**src/rtl/rtc_secs_pkg.sv**
```systemverilog
package rtc_secs_pkg;
  localparam int DATA_W = 32;
  localparam int ADDR_W = 12;
  localparam int WIDX_W = ADDR_W - 2;

  // word indices inside the 4 KB window
  localparam logic [WIDX_W-1:0] W_COUNT = 10'h000;
  localparam logic [WIDX_W-1:0] W_MATCH = 10'h001;
  localparam logic [WIDX_W-1:0] W_LOAD  = 10'h002;
  localparam logic [WIDX_W-1:0] W_CTRL  = 10'h003;
  localparam logic [WIDX_W-1:0] W_MASK  = 10'h004;
  localparam logic [WIDX_W-1:0] W_RAW   = 10'h005;
  localparam logic [WIDX_W-1:0] W_MSKD  = 10'h006;
  localparam logic [WIDX_W-1:0] W_CLEAR = 10'h007;
  localparam logic [WIDX_W-4:0] W_IDBASE = 7'h7F; // upper bits of 0xFE0..0xFFC

  function automatic logic [7:0] ident_byte(input logic [2:0] idx);
    logic [7:0] b;
    case (idx)
      3'd0: b = 8'h31;
      3'd1: b = 8'h10;
      3'd2: b = 8'h14;
      3'd3: b = 8'h00;
      3'd4: b = 8'h0D;
      3'd5: b = 8'hF0;
      3'd6: b = 8'h05;
      default: b = 8'hB1;
    endcase
    return b;
  endfunction
endpackage

```
**src/rtl/rtc_tick_gen.sv**
```systemverilog
module rtc_tick_gen #(
  parameter int TICK_DIV = 100_000_000
) (
  input  logic clk,
  input  logic rst_n,
  output logic tick
);
  generate
    if (TICK_DIV <= 1) begin : g_pass
      assign tick = 1'b1;
    end else begin : g_div
      localparam int PW = $clog2(TICK_DIV);
      localparam logic [PW-1:0] LAST = PW'(TICK_DIV - 1);
      logic [PW-1:0] pre_q, pre_d;

      always_comb begin
        if (pre_q == LAST) pre_d = '0;
        else               pre_d = pre_q + 1'b1;
      end

      always_ff @(posedge clk or negedge rst_n) begin
        if (!rst_n) pre_q <= '0;
        else        pre_q <= pre_d;
      end

      assign tick = (pre_q == LAST);

      AST_TICK_SINGLE: assert property (@(posedge clk) disable iff (!rst_n)
        tick |=> !tick);
    end
  endgenerate
endmodule

```
**src/rtl/rtc_count_alarm.sv**
```systemverilog
module rtc_count_alarm #(
  parameter int W = 32
) (
  input  logic         clk,
  input  logic         rst_n,
  input  logic         tick,
  input  logic         ld_we,
  input  logic [W-1:0] ld_val,
  input  logic         mt_we,
  input  logic [W-1:0] mt_val,
  input  logic         clr_we,
  input  logic         clr_bit,
  output logic [W-1:0] count,
  output logic [W-1:0] match,
  output logic         raw
);
  logic [W-1:0] cnt_d, mt_d;
  logic         raw_d, evt, hit;

  always_comb begin
    if (ld_we)     cnt_d = ld_val;
    else if (tick) cnt_d = count + 1'b1;
    else           cnt_d = count;
    mt_d = mt_we ? mt_val : match;
    evt  = tick | ld_we | mt_we;
    hit  = evt && (cnt_d == mt_d);
    if (hit)                  raw_d = 1'b1;
    else if (clr_we & clr_bit) raw_d = 1'b0;
    else                      raw_d = raw;
  end

  always_ff @(posedge clk or negedge rst_n) begin
    if (!rst_n) begin
      count <= '0;
      match <= '0;
      raw   <= 1'b0;
    end else begin
      count <= cnt_d;
      match <= mt_d;
      raw   <= raw_d;
    end
  end

  AST_LOAD_APPLIES: assert property (@(posedge clk) disable iff (!rst_n)
    ld_we |=> count == $past(ld_val));
  AST_TICK_STEP: assert property (@(posedge clk) disable iff (!rst_n)
    (tick && !ld_we) |=> count == W'($past(count) + 1'b1));
  AST_COUNT_HOLD: assert property (@(posedge clk) disable iff (!rst_n)
    (!tick && !ld_we) |=> $stable(count));
  AST_MATCH_WRITE_SETS: assert property (@(posedge clk) disable iff (!rst_n)
    (mt_we && !ld_we && !tick && mt_val == count) |=> raw);
  AST_CLEAR_WORKS: assert property (@(posedge clk) disable iff (!rst_n)
    (clr_we && clr_bit && !tick && !ld_we && !mt_we) |=> !raw);
  AST_NO_SPONTANEOUS: assert property (@(posedge clk) disable iff (!rst_n)
    (!tick && !ld_we && !mt_we && !raw) |=> !raw);
endmodule

```
**src/rtl/rtc_secs_top.sv**
```systemverilog
module rtc_secs_top
  import rtc_secs_pkg::*;
#(
  parameter int TICK_DIV = 100_000_000
) (
  input  logic              clk,
  input  logic              rst_n,
  input  logic              psel,
  input  logic              penable,
  input  logic              pwrite,
  input  logic [ADDR_W-1:0] paddr,
  input  logic [DATA_W-1:0] pwdata,
  output logic [DATA_W-1:0] prdata,
  output logic              irq
);
  logic [WIDX_W-1:0] widx;
  logic              wr_acc, rd_acc, tick, raw;
  logic              we_ld, we_mt, we_mask, we_clr;
  logic [DATA_W-1:0] count, match, load_q, load_d;
  logic              mask_q, mask_d;
  logic [1:0]        unused_lsb;

  assign widx       = paddr[ADDR_W-1:2];
  assign unused_lsb = paddr[1:0];
  assign wr_acc     = psel & penable & pwrite;
  assign rd_acc     = psel & ~pwrite;
  assign we_ld      = wr_acc && (widx == W_LOAD);
  assign we_mt      = wr_acc && (widx == W_MATCH);
  assign we_mask    = wr_acc && (widx == W_MASK);
  assign we_clr     = wr_acc && (widx == W_CLEAR);

  rtc_tick_gen #(.TICK_DIV(TICK_DIV)) u_tick (
    .clk(clk), .rst_n(rst_n), .tick(tick)
  );

  rtc_count_alarm #(.W(DATA_W)) u_core (
    .clk(clk), .rst_n(rst_n), .tick(tick),
    .ld_we(we_ld), .ld_val(pwdata),
    .mt_we(we_mt), .mt_val(pwdata),
    .clr_we(we_clr), .clr_bit(pwdata[0]),
    .count(count), .match(match), .raw(raw)
  );

  always_comb begin
    load_d = we_ld   ? pwdata    : load_q;
    mask_d = we_mask ? pwdata[0] : mask_q;
  end

  always_ff @(posedge clk or negedge rst_n) begin
    if (!rst_n) begin
      load_q <= '0;
      mask_q <= 1'b0;
    end else begin
      load_q <= load_d;
      mask_q <= mask_d;
    end
  end

  assign irq = raw & mask_q;

  always_comb begin
    prdata = '0;
    if (rd_acc) begin
      case (widx)
        W_COUNT: prdata = count;
        W_MATCH: prdata = match;
        W_LOAD:  prdata = load_q;
        W_CTRL:  prdata = DATA_W'(1);
        W_MASK:  prdata = DATA_W'(mask_q);
        W_RAW:   prdata = DATA_W'(raw);
        W_MSKD:  prdata = DATA_W'(irq);
        default: begin
          if (widx[WIDX_W-1:3] == W_IDBASE)
            prdata = DATA_W'(ident_byte(widx[2:0]));
        end
      endcase
    end
  end

  AST_MASK_UPPER_ZERO: assert property (@(posedge clk) disable iff (!rst_n)
    (rd_acc && widx == W_MASK) |-> prdata[DATA_W-1:1] == '0);
  AST_CTRL_READS_ONE: assert property (@(posedge clk) disable iff (!rst_n)
    (rd_acc && widx == W_CTRL) |-> prdata == DATA_W'(1));
  AST_MASK_HELD: assert property (@(posedge clk) disable iff (!rst_n)
    !we_mask |=> $stable(mask_q));
  AST_CLEAR_READS_ZERO: assert property (@(posedge clk) disable iff (!rst_n)
    (rd_acc && widx == W_CLEAR) |-> prdata == '0);
endmodule

```
**config.mk**
```make
export PLATFORM = sky130hd
export DESIGN_NAME = rtc_secs_top
export DESIGN_NICKNAME = d
export VERILOG_FILES = /design/src/rtl/rtc_secs_pkg.sv /design/src/rtl/rtc_tick_gen.sv /design/src/rtl/rtc_count_alarm.sv /design/src/rtl/rtc_secs_top.sv
export SDC_FILE = /design/constraint.sdc
export NUM_CORES = 1
export LEC_CHECK = 0
export BUFFER_PORTS_ARGS = -buffer_cell sky130_fd_sc_hd__buf_4
export CAP_MARGIN = 0
export CORE_MARGIN = 2
export CORE_UTILIZATION = 53
export DETAILED_ROUTE_END_ITERATION = 6
export PLACE_DENSITY = 0.86
export SKIP_LAST_GASP = 1
export SYNTH_ARGS = -nofsm -noshare
export SYNTH_HDL_FRONTEND = slang
export SYNTH_SLANG_ARGS = --single-unit
```
**constraint.sdc**
```tcl
create_clock -name clk -period 2.71 [get_ports clk]
set_input_delay 0.4065 -clock clk [delete_from_list [all_inputs] [get_ports clk]]
set_output_delay 0.4065 -clock clk [all_outputs]
set_load 0.01 [all_outputs]
```
==> results of run 1 <==
[what timing repair did]
action,CTS,global route
resized for setup,38,25
endpoints found under the setup margin,2,23
hold buffers,1,0
hold endpoints to repair,39,0
gates cloned,1,0
pin swaps,18,7
buffers inserted,7,0
[report_power, final]
part	internal [uW]	switching (uW)	total, uW	leakage, uW
clock	1550	813	2370	0.000298
sequential	1880	6.23	1880	0.00159
combinational	88.3	129	218	0.00278
[worst max-delay path by stage]
| stage | slack (ps) | startpoint | depth (start not counted) | end |
|---|---|---|---|---|
| floorplan | 20 | u_tick.g_div.pre_q[11]$_DFF_PN0_ | 11 | u_core.raw$_DFFE_PN0P_ |
| global placement | -220 | u_tick.g_div.pre_q[8]$_DFF_PN0_ | 12 | u_core.raw$_DFFE_PN0P_ |
| detailed placement | -290 | u_tick.g_div.pre_q[17]$_DFF_PN0_ | 13 | u_core.raw$_DFFE_PN0P_ |
| CTS | -130 | u_tick.g_div.pre_q[17]$_DFF_PN0_ | 14 | u_core.raw$_DFFE_PN0P_ |
| global route | -390 | u_tick.g_div.pre_q[23]$_DFF_PN0_ | 12 | u_core.raw$_DFFE_PN0P_ |
| finish | -360 | u_tick.g_div.pre_q[22]$_DFF_PN0_ | 12 | u_core.raw$_DFFE_PN0P_ |
[routing by layer]
metal | part of all wire, % | up-vias | track usage, %
met1 | 36 | 3803 | 50.4
met2 | 44 | 818 | 61.6
met4 | 7.5 | 0 | 23.7
met3 | 13 | 234 | 10.9
met5 | 0 | - | 0
li1 | - | 3364 | -
[critical path: cells and delay by family, from the launching register on]
kind | cells | cell delay, ps
compound gates | 1 | 150
xor+xnor | 1 | 340
buf+inv | 2 | 400
flops | 1 | 370
mux | 1 | 270
simple gates | 7 | 1490
[kinds of logic (layout without fill, tap and decap cells)]
logic type / Yosys count / count (layout) / synth area share (%)
AO/OA/AOI/OAI: 106 / 106 / 10.8
XOR/XNOR: 82 / 82 / 10.1
adder cells (fa/ha/maj): 2 / 2 / 0.353
buffers and inverters: 63 / 288 / 3.55
flip-flops: 125 / 125 / 44.1
multiplexers: 7 / 7 / 1.06
AND/OR/NAND/NOR: 448 / 448 / 29.9
[state kept, by name (all words and copies together), names as in the netlist]
name,cells
u_core.raw,1
mask_q,1
u_core.count,32
load_q,32
u_core.match,32
u_tick.g_div.pre_q,27
[Yosys cell counts, drive strengths merged (3+ instances only)]
library cell,count,share of area [%]
a31oi,3,0.26
and2,9,0.79
xnor2,56,6.9
inv,9,0.48
clkbuf,35,1.9
a222oi,29,4.1
nand4,31,2.9
and3,15,1.3
and4,12,1.5
nor2b,4,0.35
nand3,31,2.2
nor2,79,4.2
nand2b,3,0.26
or3,4,0.35
xor2,26,3.2
mux2,4,0.64
a21oi,26,1.8
buf,19,1.2
nor3,9,0.64
nor3b,3,0.32
nor4,25,2.7
nor4b,3,0.46
mux2i,3,0.42
dfrtp,125,44
o21ai,21,1.5
nand2,215,11
o22ai,4,0.35
[cell type report]
class                   instances  area share [%]
repair buffers                249            19.8
inverters                       9           0.341
multi-input cells             645            40.0
clock inverters                 6            1.09
clock buffers                  24            5.06
flip-flops and latches        125            31.6
well taps                     176            2.22
[layout by cell type (no fill, tap or decap), drive strengths merged, types with 3 or more instances in the layout]
cell / count
bufinv: 3
a31oi: 3
xor2: 26
inv: 9
mux2i: 3
nor4: 25
nand4: 31
o22ai: 4
nor2b: 4
and3: 15
and4: 12
dfrtp: 125
a21oi: 26
clkbuf: 24
nor3: 9
nand2: 215
nor4b: 3
nor3b: 3
buf: 248
xnor2: 56
or3: 4
a222oi: 29
nor2: 79
o21ai: 21
nand3: 31
nand2b: 3
mux2: 4
and2: 9
[per-stage QoR]
step | instances | worst slack (ps)
2_1_floorplan | 833 | 17.3
3_3_place_gp | 1195 | -220
3_5_place_dp | 1195 | -286
4_1_cts | 1234 | -133
5_1_grt | 1234 | -394
6_report | 1234 | -363
==> metrics.md, run 1 <==
| Metric | Value |
|---|---|
| Final non-filler cell area | `0.00991 mm2` |
| Most used cell, CP | `nand4_1` |
| Avg Inst Size Synth | `between 8 and 9 um2` |
| Unrepaired setup endpoints after global routing | `yes` |
| Period minus WS final | `between 3000 and 4000 ps` |
| Vias in the first global route | `approximately 8100` |
| Critical path class | `register to register` |
| R2R depth | `12` |
| DP HPWL | `about 16000 um` |
| Clock buffer depth | `2` |
| Chip width | `between 100 and 150 um` |
| Clock-pin slew on the worst setup and hold paths | `about 60 ps` |
| Htree depth | `4` |
| Final Util | `between 70% and 80%` |
| Worst hold path depth | `3` |
| Area of the mapped netlist | `0.00709 mm2` |
| Diodes inserted | `0` |
| Failing checks | `design-rule violations, negative setup slack` |
| CTS Sinks | `125` |
| Final TNS setup | `-363 ps` |
| Startpoint types | `register` |
| Worst skew pair latency | `about 430 ps` |
| # DRC | `161` |
| Die area | `about 0.014 mm2` |
| Fin. Hold Viols | `0` |
| FILL cells | `769` |
| PnR worst setup slack | `-363 ps` |
| Share of layout cells above drive strength 1 | `between 30 and 40%` |
| Routed Antenna Nets | `0` |
| Vias | `about 8200` |
| Area of the core | `between 0.01 and 0.015 mm2` |
| Num CTS Buffers | `17` |
| Remaining Overflow, GRT | `0` |
| Critical Path End Type | `register` |
| DRT iter0 DRCs | `around 1700` |
| Critical path required time | `3080 ps` |
| Flop2flop setup slack | `-360 ps` |
| Slew HR | `about 61%` |
| Hold wc startpoint | `pwdata[18]` |
| Min Hold Slack | `roughly 190 ps` |
| Clock root buffer | `clkbuf_16` |
| Async set-reset flop share out of synthesis | `100%` |
| Final #Nets | `~1100` |
| DR WL/cell | `about 23 um` |
| First-pass GRT wire length | `between 40000 and 50000 um` |
| Fmax | `approximately 330 MHz` |
| Syn Inst Count | `833` |
| Status | `finished, violations left` |
| GRT Overall Usage | `~40%` |
| Sequential share of the synthesized area | `about 44%` |
| Post-DP Area | `~0.009 mm2` |
| Unique masters post-synth | `57` |
| Max incr delay on CP | `about 370 ps` |
| #FFs+latches synth | `roughly 130` |
| Crit path DAT | `roughly 3400 ps` |
| Worst slew pin tran | `around 580 ps` |
| Static leakage | `around 0.0047 uW` |
| Die height | `about 120 um` |
| Worst Skew | `between 8 and 9 ps` |
| # port buffers | `between 70 and 80` |
| Class of the worst hold path | `primary input to register` |
| Setup violators final | `1` |
| Number of I/O pins | `between 80 and 90` |
| RR Endpoint | `u_core.raw$_DFFE_PN0P_` |
| Critical R2R Launch | `u_tick.g_div.pre_q[22]$_DFF_PN0_` |
| Initial antenna violation count | `0` |
| Initial Util | `about 54%` |
| DRT Pass-1 Iters | `7` |
| DR vias/cell | `roughly 6.7` |
| Peak VDD IR | `between 0.4 and 0.5 mV` |
| Final WL | `approximately 28000 um` |
| Yosys warns | `0` |
| Power Total | `about 4500 uW` |
| Multi-input gate area | `0.00396 mm2` |
| Critical-path cell list | `and4_1 -> nand4_1 -> buf_4 -> buf_4 -> nor2_2 -> mux2i_1 -> o21ai_0 -> xnor2_1 -> nand4_1 -> nor4_4 -> nand4_1 -> nand2_1` |
| Synth Net Count | `884` |
| Fin. max-slew vios | `0` |
| Sequential Area | `0.00313 mm2` |
| Pin count of the biggest net entering global routing | `about 50` |
| Post-synth EDFFs | `0` |
| Final period util | `113%` |
| Area growth syn-to-layout | `39.9%` |
| Ys flop type | `dfrtp_1` |
| CTS tree | `yes` |
| Row cnt | `42` |
| Number of max-cap violations | `0` |
| CP max FO | `5` |
| CP max-delay cell | `dfrtp_1` |
| Routability Congestion | `about 1` |
| Hold EP | `load_q[18]$_DFFE_PN0P_` |
| Cell Pwr Density | `~450 mW/mm2` |
Power figures use the tool's default switching activity.
==> run 2: changes to the inputs <==
- ABC_AREA: default -> 1
- CORE_UTILIZATION: 53 -> 54
- PLACE_DENSITY: 0.86 -> 0.87
- SLEW_MARGIN: default -> 10
==> run 2 against run 1 <==
Compared with the run above:
- the flow now finishes without violations
- first-iteration DRC count is 48% lower
- register-to-register slack better by 490 ps
- worst hold slack worse by 160 ps
- synthesized area is 14% higher
- clock skew is 3.5 ps higher
- clock power is 12% lower
- critical path depth is 6 higher
- sequential share of layout area is 0.33 points higher
- largest power group unchanged
- highest routed layer unchanged
==> metrics.md, run 2 <==
| Metric | Value |
|---|---|
| Sequential share of power | `between 40% and 50%` |
| CTS tree | `yes` |
| Delay-heaviest family, CP | `simple AND/OR/NAND/NOR gates` |
| Crit path DAT | `2950 ps` |
| Vias | `a little under 9000` |
| Htree depth | `4` |
| Post-synth EDFFs | `0` |
| DP HPWL | `roughly 18000 um` |
| DR vias/cell | `5.55` |
| Dominant cells by area after synthesis | `dfrtp_1 39%, nand2_1 23%, inv_1 8.1%, nand3_1 7.4%, nor2_1 5.7%` |
| DRT Pass-1 Iters | `5` |
| Unrepaired setup endpoints after global routing | `yes` |
| Yosys top cell by area | `dfrtp_1` |
| Number of max-cap violations | `0` |
| Syn Inst Count | `roughly 1200` |
| Ys flop type | `dfrtp_1` |
| Switching share of power | `about 23%` |
| Clock buffer depth | `2` |
| CP max FO | `6` |
| Most frequent cell after synthesis | `nand2_1` |
| Routed Antenna Nets | `0` |
| Area growth syn-to-layout | `21.5%` |
| Fin. max-slew vios | `0` |
| Chip width | `around 130 um` |
| Avg Inst Size Synth | `between 6 and 7 um2` |
| Commonest non-fill, non-tap cells in the layout | `491 x nand2_1, 174 x inv_1, 125 x dfrtp_1` |
| Slew HR | `51.5%` |
| Status | `finished, final reports clean` |
| Peak VDD IR | `0.485 mV` |
| Power Total | `approximately 4100 uW` |
| First-pass GRT wire length | `between 30000 and 40000 um` |
| Final non-filler cell area | `between 0.009 and 0.01 mm2` |
| Hold buffers post-CTS | `0` |
| Non-Filler Instances | `about 1600` |
| CP max-delay cell | `dfrtp_1` |
| Worst skew pair latency | `roughly 420 ps` |
| Combinational power share | `under 10%` |
| Fmax | `between 300 and 400 MHz` |
| Critical Path End Type | `register` |
| Die height | `126 um` |
| Final period util | `between 90 and 100%` |
| # port buffers | `79` |
| Class of the worst hold path | `primary input to async pin` |
| Initial antenna violation count | `0` |
| Pin count of the biggest net entering global routing | `53` |
| Die area | `approximately 0.016 mm2` |
| Yosys warns | `0` |
| Clock root buffer | `clkbuf_16` |
| Met3 routed WL | `2260 um` |
| Most used cell, CP | `nand2_1` |
| Int Power | `approximately 3200 uW` |
| # DRC | `0` |
| Sequential share of the synthesized area | `approximately 39%` |
| Critical-path cell list | `ha_1 -> nand2_1 -> nor2_4 -> nand2_4 -> inv_2 -> nand2_1 -> nor2_1 -> buf_4 -> nand3_1 -> o21ai_0 -> nand3_1 -> nand2_1 -> nand2_1 -> nand2_1 -> nand3_1 -> nor2_1 -> nand2_1 -> nand2_1` |
| Metal2 WL | `approximately 11000 um` |
| M1 wire length | `between 9000 and 10000 um` |
| Worst Skew | `about 12 ps` |
| Setup violators final | `0` |
| Final Util | `between 60% and 70%` |
| Worst slew pin tran | `727 ps` |
| Most common cell after layout, fill and taps aside | `nand2_1` |
| Num CTS Buffers | `17` |
| Commonest cells post-synth | `491 x nand2_1, 174 x inv_1, 125 x dfrtp_1` |
| Remaining Overflow, GRT | `0` |
| Max incr delay on CP | `around 370 ps` |
| Clock network fraction of total power | `roughly half` |
| Unique masters post-synth | `37` |
| Final TNS setup | `0 ps` |
| Number of I/O pins | `82` |
| Net Sw Power | `just over 900 uW` |
| Area of the core | `~0.015 mm2` |
| Critical path required time | `between 3000 and 4000 ps` |
| Row cnt | `44` |
| Share of layout cells above drive strength 1 | `approximately 14%` |
| Static leakage | `about 0.0052 uW` |
| Post-DP Area | `about 0.009 mm2` |
| Share of the synthesized area in the top cell type | `between 30% and 40%` |
| CP Buf/Inv Count | `2` |
| Highest routed layer | `met4` |
| Fin. Hold Viols | `0` |
| GRT Overall Usage | `a little under a third` |
| Clock-pin slew on the worst setup and hold paths | `60 ps` |
| CTS Sinks | `between 100 and 150` |
| Critical path class | `register to register` |
| DRT iter0 DRCs | `between 900 and 1000` |
| Routability Congestion | `just under 1` |
| DR WL/cell | `15.7 um` |
| Async set-reset flop share out of synthesis | `100%` |
| #FFs+latches synth | `125` |
| Startpoint types | `register` |
| Final WL | `24400 um` |
| Final #Nets | `between 1000 and 1500` |
| Diodes inserted | `0` |
| Cell Pwr Density | `between 400 and 500 mW/mm2` |
| Synth Net Count | `1296` |
| Vias in the first global route | `between 8000 and 9000` |
| Top Registers | `load_q x32, u_core.count x32, u_core.match x32` |
| Initial Util | `55.3%` |
| Placed cell count | `roughly 1500` |
| Period minus WS final | `2590 ps` |
| Area of the mapped netlist | `0.00807 mm2` |
[run 2: cell count changes in the layout (fill, tap and decap cells not counted), sizes merged, moves of 23 or more]
cell	previous run	this run
nand2	215	495
inv	9	183
buf	248	126
nand3	31	123
xnor2	56	2
nor2	79	132
a222oi	29	0
o21ai	21	46
nand4	31	8
nor4	25	2
[run 2: power by group through the flow]
| stage | Sequential [uW] | Clock (uW) | Combinational, uW |
|---|---|---|---|
| floorplan | 1910 | 0 | 46.2 |
| global placement | 1910 | 0 | 173 |
| detailed placement | 1910 | 0 | 177 |
| CTS | 1880 | 2080 | 177 |
| global route | 1880 | 2170 | 197 |
| finish | 1880 | 2080 | 177 |
[run 2: worst paths after layout]
kind / from / end / slack (ps) / cells past startpoint
hold / removal: rst_n / u_tick.g_div.pre_q[5]$_DFF_PN0_ / 30 / 1
min in group clk: pwdata[7] / load_q[7]$_DFFE_PN0P_ / 240 / 3
max in group asynchronous: rst_n / load_q[28]$_DFFE_PN0P_ / 1980 / 2
setup reg to reg: u_tick.g_div.pre_q[0]$_DFF_PN0_ / u_core.raw$_DFFE_PN0P_ / 120 / 18
hold reg to reg: load_q[14]$_DFFE_PN0P_ / load_q[14]$_DFFE_PN0P_ / 480 / 2
setup / recovery: u_tick.g_div.pre_q[0]$_DFF_PN0_ / u_core.raw$_DFFE_PN0P_ / 120 / 18
[run 2: repair_timing]
action / CTS / global route
endpoints found under the setup margin: 0 / 4
resized for setup: 0 / 6
setup buffers: 0 / 4
[run 2: kinds of logic after synthesis]
group	share of synthesized area, %
buffers and inverters	10.3
adder cells (fa/ha/maj)	0.310
XOR/XNOR	1.95
flip-flops	38.7
AND/OR/NAND/NOR	40.3
AO/OA/AOI/OAI	8.43
[run 2: layout make-up]
class,count,area (um2)
multi-input combinational,906,4140
clock inverter,9,72.6
fill,1196,4780
tap,184,230
inverter,185,694
timing repair buffer,127,1100
sequential,125,3130
clock buffer,21,450
[run 2: routing by layer]
metal | GRT usage (%) | vias up
li1 | - | 4145
met1 | 39.4 | 3968
met2 | 49.9 | 454
met3 | 6.97 | 75
met4 | 14.4 | 0
met5 | 0 | -
[run 2: worst reg2reg max path, cell delays in order (launching register included)]
cell and delay [ps]:
dfrtp_1 370, ha_1 190, nand2_1 100, nor2_4 190, nand2_4 100, inv_2 80
nand2_1 50, nor2_1 90, buf_4 150, nand3_1 170, o21ai_0 300, nand3_1 140
nand2_1 100, nand2_1 50, nand2_1 70, nand3_1 130, nor2_1 120, nand2_1 60
nand2_1 50
[run 2: stage by stage]
step	worst slack, ps	hold WS (ps)
6_report	122	31.2
4_1_cts	181	60.6
3_3_place_gp	228	444
2_1_floorplan	308	111
3_5_place_dp	210	460
5_1_grt	-71.6	87.9
==> run 3: changes to the inputs <==
- BUFFER_PORTS_ARGS: -buffer_cell sky130_fd_sc_hd__buf_4 -> -buffer_cell sky130_fd_sc_hd__buf_2
==> run 3 against run 2 <==
Compared with the run above:
- first-iteration DRC count grew 8.9%
- non-clock buffer count shrank 5
- clock power grew 18%
- clock skew shrank 2.6 ps
- combinational power shrank 12%
- register-to-register slack gained 40 ps
- worst hold slack gained 210 ps
- critical path depth grew 2
- sequential share of layout area grew 0.43 points
- wire length grew 0.63%
- global-route usage grew 0.30 points
==> metrics.md, run 3 (same netlist as run 2, synthesis figures left out) <==
| Metric | Value |
|---|---|
| Setup violators final | `0` |
| Area of the core | `0.0146 mm2` |
| Final period util | `94.1%` |
| Class of the worst hold path | `primary input to register` |
| Routability Congestion | `0.983` |
| Crit path DAT | `roughly 2900 ps` |
| Period minus WS final | `between 2000 and 3000 ps` |
| Vias in the first global route | `around 8500` |
| Area growth syn-to-layout | `19.9%` |
| Htree depth | `4` |
| Initial Util | `55.3%` |
| Status | `finished, final reports clean` |
| Peak VDD IR | `between 0.4 and 0.5 mV` |
| Worst slew pin tran | `slightly below 600 ps` |
| Critical-path cell list | `ha_1 -> nand2_1 -> nor2_4 -> nand2_4 -> inv_2 -> nand2_1 -> nor2_4 -> buf_4 -> clkbuf_16 -> o21ai_0 -> nand2_1 -> nand3_1 -> nand2_1 -> nor2_1 -> nand2_1 -> nor2_2 -> nand2_1 -> nor2_1 -> nand2_1 -> nand2_1` |
| Slew HR | `roughly 61%` |
| DRT Pass-1 Iters | `6` |
| Final Util | `between 60% and 70%` |
| GRT Overall Usage | `between 30% and 40%` |
| Number of I/O pins | `between 80 and 90` |
| Routed Antenna Nets | `0` |
| Cell Pwr Density | `about 460 mW/mm2` |
| Die area | `0.0159 mm2` |
| Initial antenna violation count | `1` |
| Clock-pin slew on the worst setup and hold paths | `60 ps` |
| Num CTS Buffers | `17` |
| Power Total | `4490 uW` |
| Most used cell, CP | `nand2_1` |
| CTS tree | `yes` |
| Placed cell count | `about 1500` |
| Fmax | `between 300 and 400 MHz` |
| Critical path class | `register to register` |
| Chip width | `roughly 130 um` |
| Max incr delay on CP | `around 400 ps` |
| Min Hold Slack | `~250 ps` |
| Clock buffer depth | `2` |
| Non-Filler Instances | `1555` |
| Remaining Overflow, GRT | `0` |
| Worst skew pair latency | `approximately 420 ps` |
| CTS Sinks | `about 130` |
| Most common cell after layout, fill and taps aside | `nand2_1` |
| Commonest non-fill, non-tap cells in the layout | `491 x nand2_1, 174 x inv_1, 125 x dfrtp_1` |
| First-pass GRT wire length | `just under 40000 um` |
| Final WL | `24600 um` |
| Vias | `approximately 8600` |
| Startpoint types | `register` |
| Clock root buffer | `clkbuf_16` |
| Post-DP Area | `roughly 0.0090 mm2` |
| Row cnt | `44` |
| Static leakage | `around 0.0052 uW` |
| DR WL/cell | `about 16 um` |
| # port buffers | `79` |
| Share of layout cells above drive strength 1 | `about 14%` |
| DRT iter0 DRCs | `999` |
| Pin count of the biggest net entering global routing | `66` |
| Worst Skew | `between 9 and 10 ps` |
| Final non-filler cell area | `0.00968 mm2` |
| # DRC | `0` |
| CP Buf/Inv Count | `3` |
| CP max FO | `16` |
| CP max-delay cell | `dfrtp_1` |
| Die height | `approximately 130 um` |
| Number of max-cap violations | `0` |
| Final #Nets | `between 1000 and 1500` |
| Fin. Hold Viols | `0` |
| Critical Path End Type | `register` |
| Fin. max-slew vios | `0` |
| Delay-heaviest family, CP | `simple AND/OR/NAND/NOR gates` |
| DR vias/cell | `between 5 and 6` |
| DP HPWL | `~17000 um` |
| Critical path required time | `between 3000 and 4000 ps` |
| Flop2flop setup slack | `around 160 ps` |
| Unrepaired setup endpoints after global routing | `yes` |
| Top Registers | `load_q x32, u_core.count x32, u_core.match x32` |
run 3: cell type report:
cell class	instances	area, um2
timing repair buffer	122	841
sequential	125	3130
clock inverter	10	161
clock buffer	22	474
multi-input combinational	906	4150
tap	184	230
inverter	185	694
fill	1238	4910
antenna	1	2.50
run 3: power breakdown:
group          switching (uW)  internal (uW)
Combinational             107           48.0
Sequential               5.21           1870
Clock                     849           1610
run 3: timing repair:
item                                    4_1_cts  5_1_grt
endpoints found under the hold margin        31        0
hold buffers                                  1        0
setup buffers                                 0        2
endpoints found under the setup margin        0        2
gates resized for setup                       0        9
run 3: layer usage:
metal | routed length (um) | vias to the layer above | track usage (%)
li1 | - | 4144 | -
met1 | 9760 | 3904 | 39.6
met2 | 11500 | 469 | 51.0
met3 | 2310 | 91 | 7.14
met4 | 1010 | 0 | 13.4
met5 | 0 | - | 0
run 3: worst reg2reg max path, cell delays in order, from the launching register on:
cell	delay, ps
dfrtp_1	400
ha_1	230
nand2_1	110
nor2_4	70
nand2_4	110
inv_2	50
nand2_1	110
nor2_4	60
buf_4	140
clkbuf_16	180
o21ai_0	210
nand2_1	70
nand3_1	70
nand2_1	60
nor2_1	110
nand2_1	80
nor2_2	150
nand2_1	60
nor2_1	80
nand2_1	80
nand2_1	60
run 3: final timing paths:
path / from / endpoint / cells after the start
setup / recovery: u_tick.g_div.pre_q[0]$_DFF_PN0_ / u_core.raw$_DFFE_PN0P_ / 20
min in group asynchronous: rst_n / u_core.count[4]$_DFF_PN0_ / 2
max in group asynchronous: rst_n / u_core.match[22]$_DFF_PN0_ / 3
hold / removal: pwdata[26] / load_q[26]$_DFFE_PN0P_ / 3
hold reg to reg: u_tick.g_div.pre_q[0]$_DFF_PN0_ / u_tick.g_div.pre_q[0]$_DFF_PN0_ / 1
setup reg to reg: u_tick.g_div.pre_q[0]$_DFF_PN0_ / u_core.raw$_DFFE_PN0P_ / 20
run 3: stage by stage:
stage,TNS [ps],setup slack (ps)
after floorplan,0,308
after global placement,0,182
after detailed placement,0,87.2
after CTS,0,42.8
after global routing,-39.7,-39.7
final,0,159
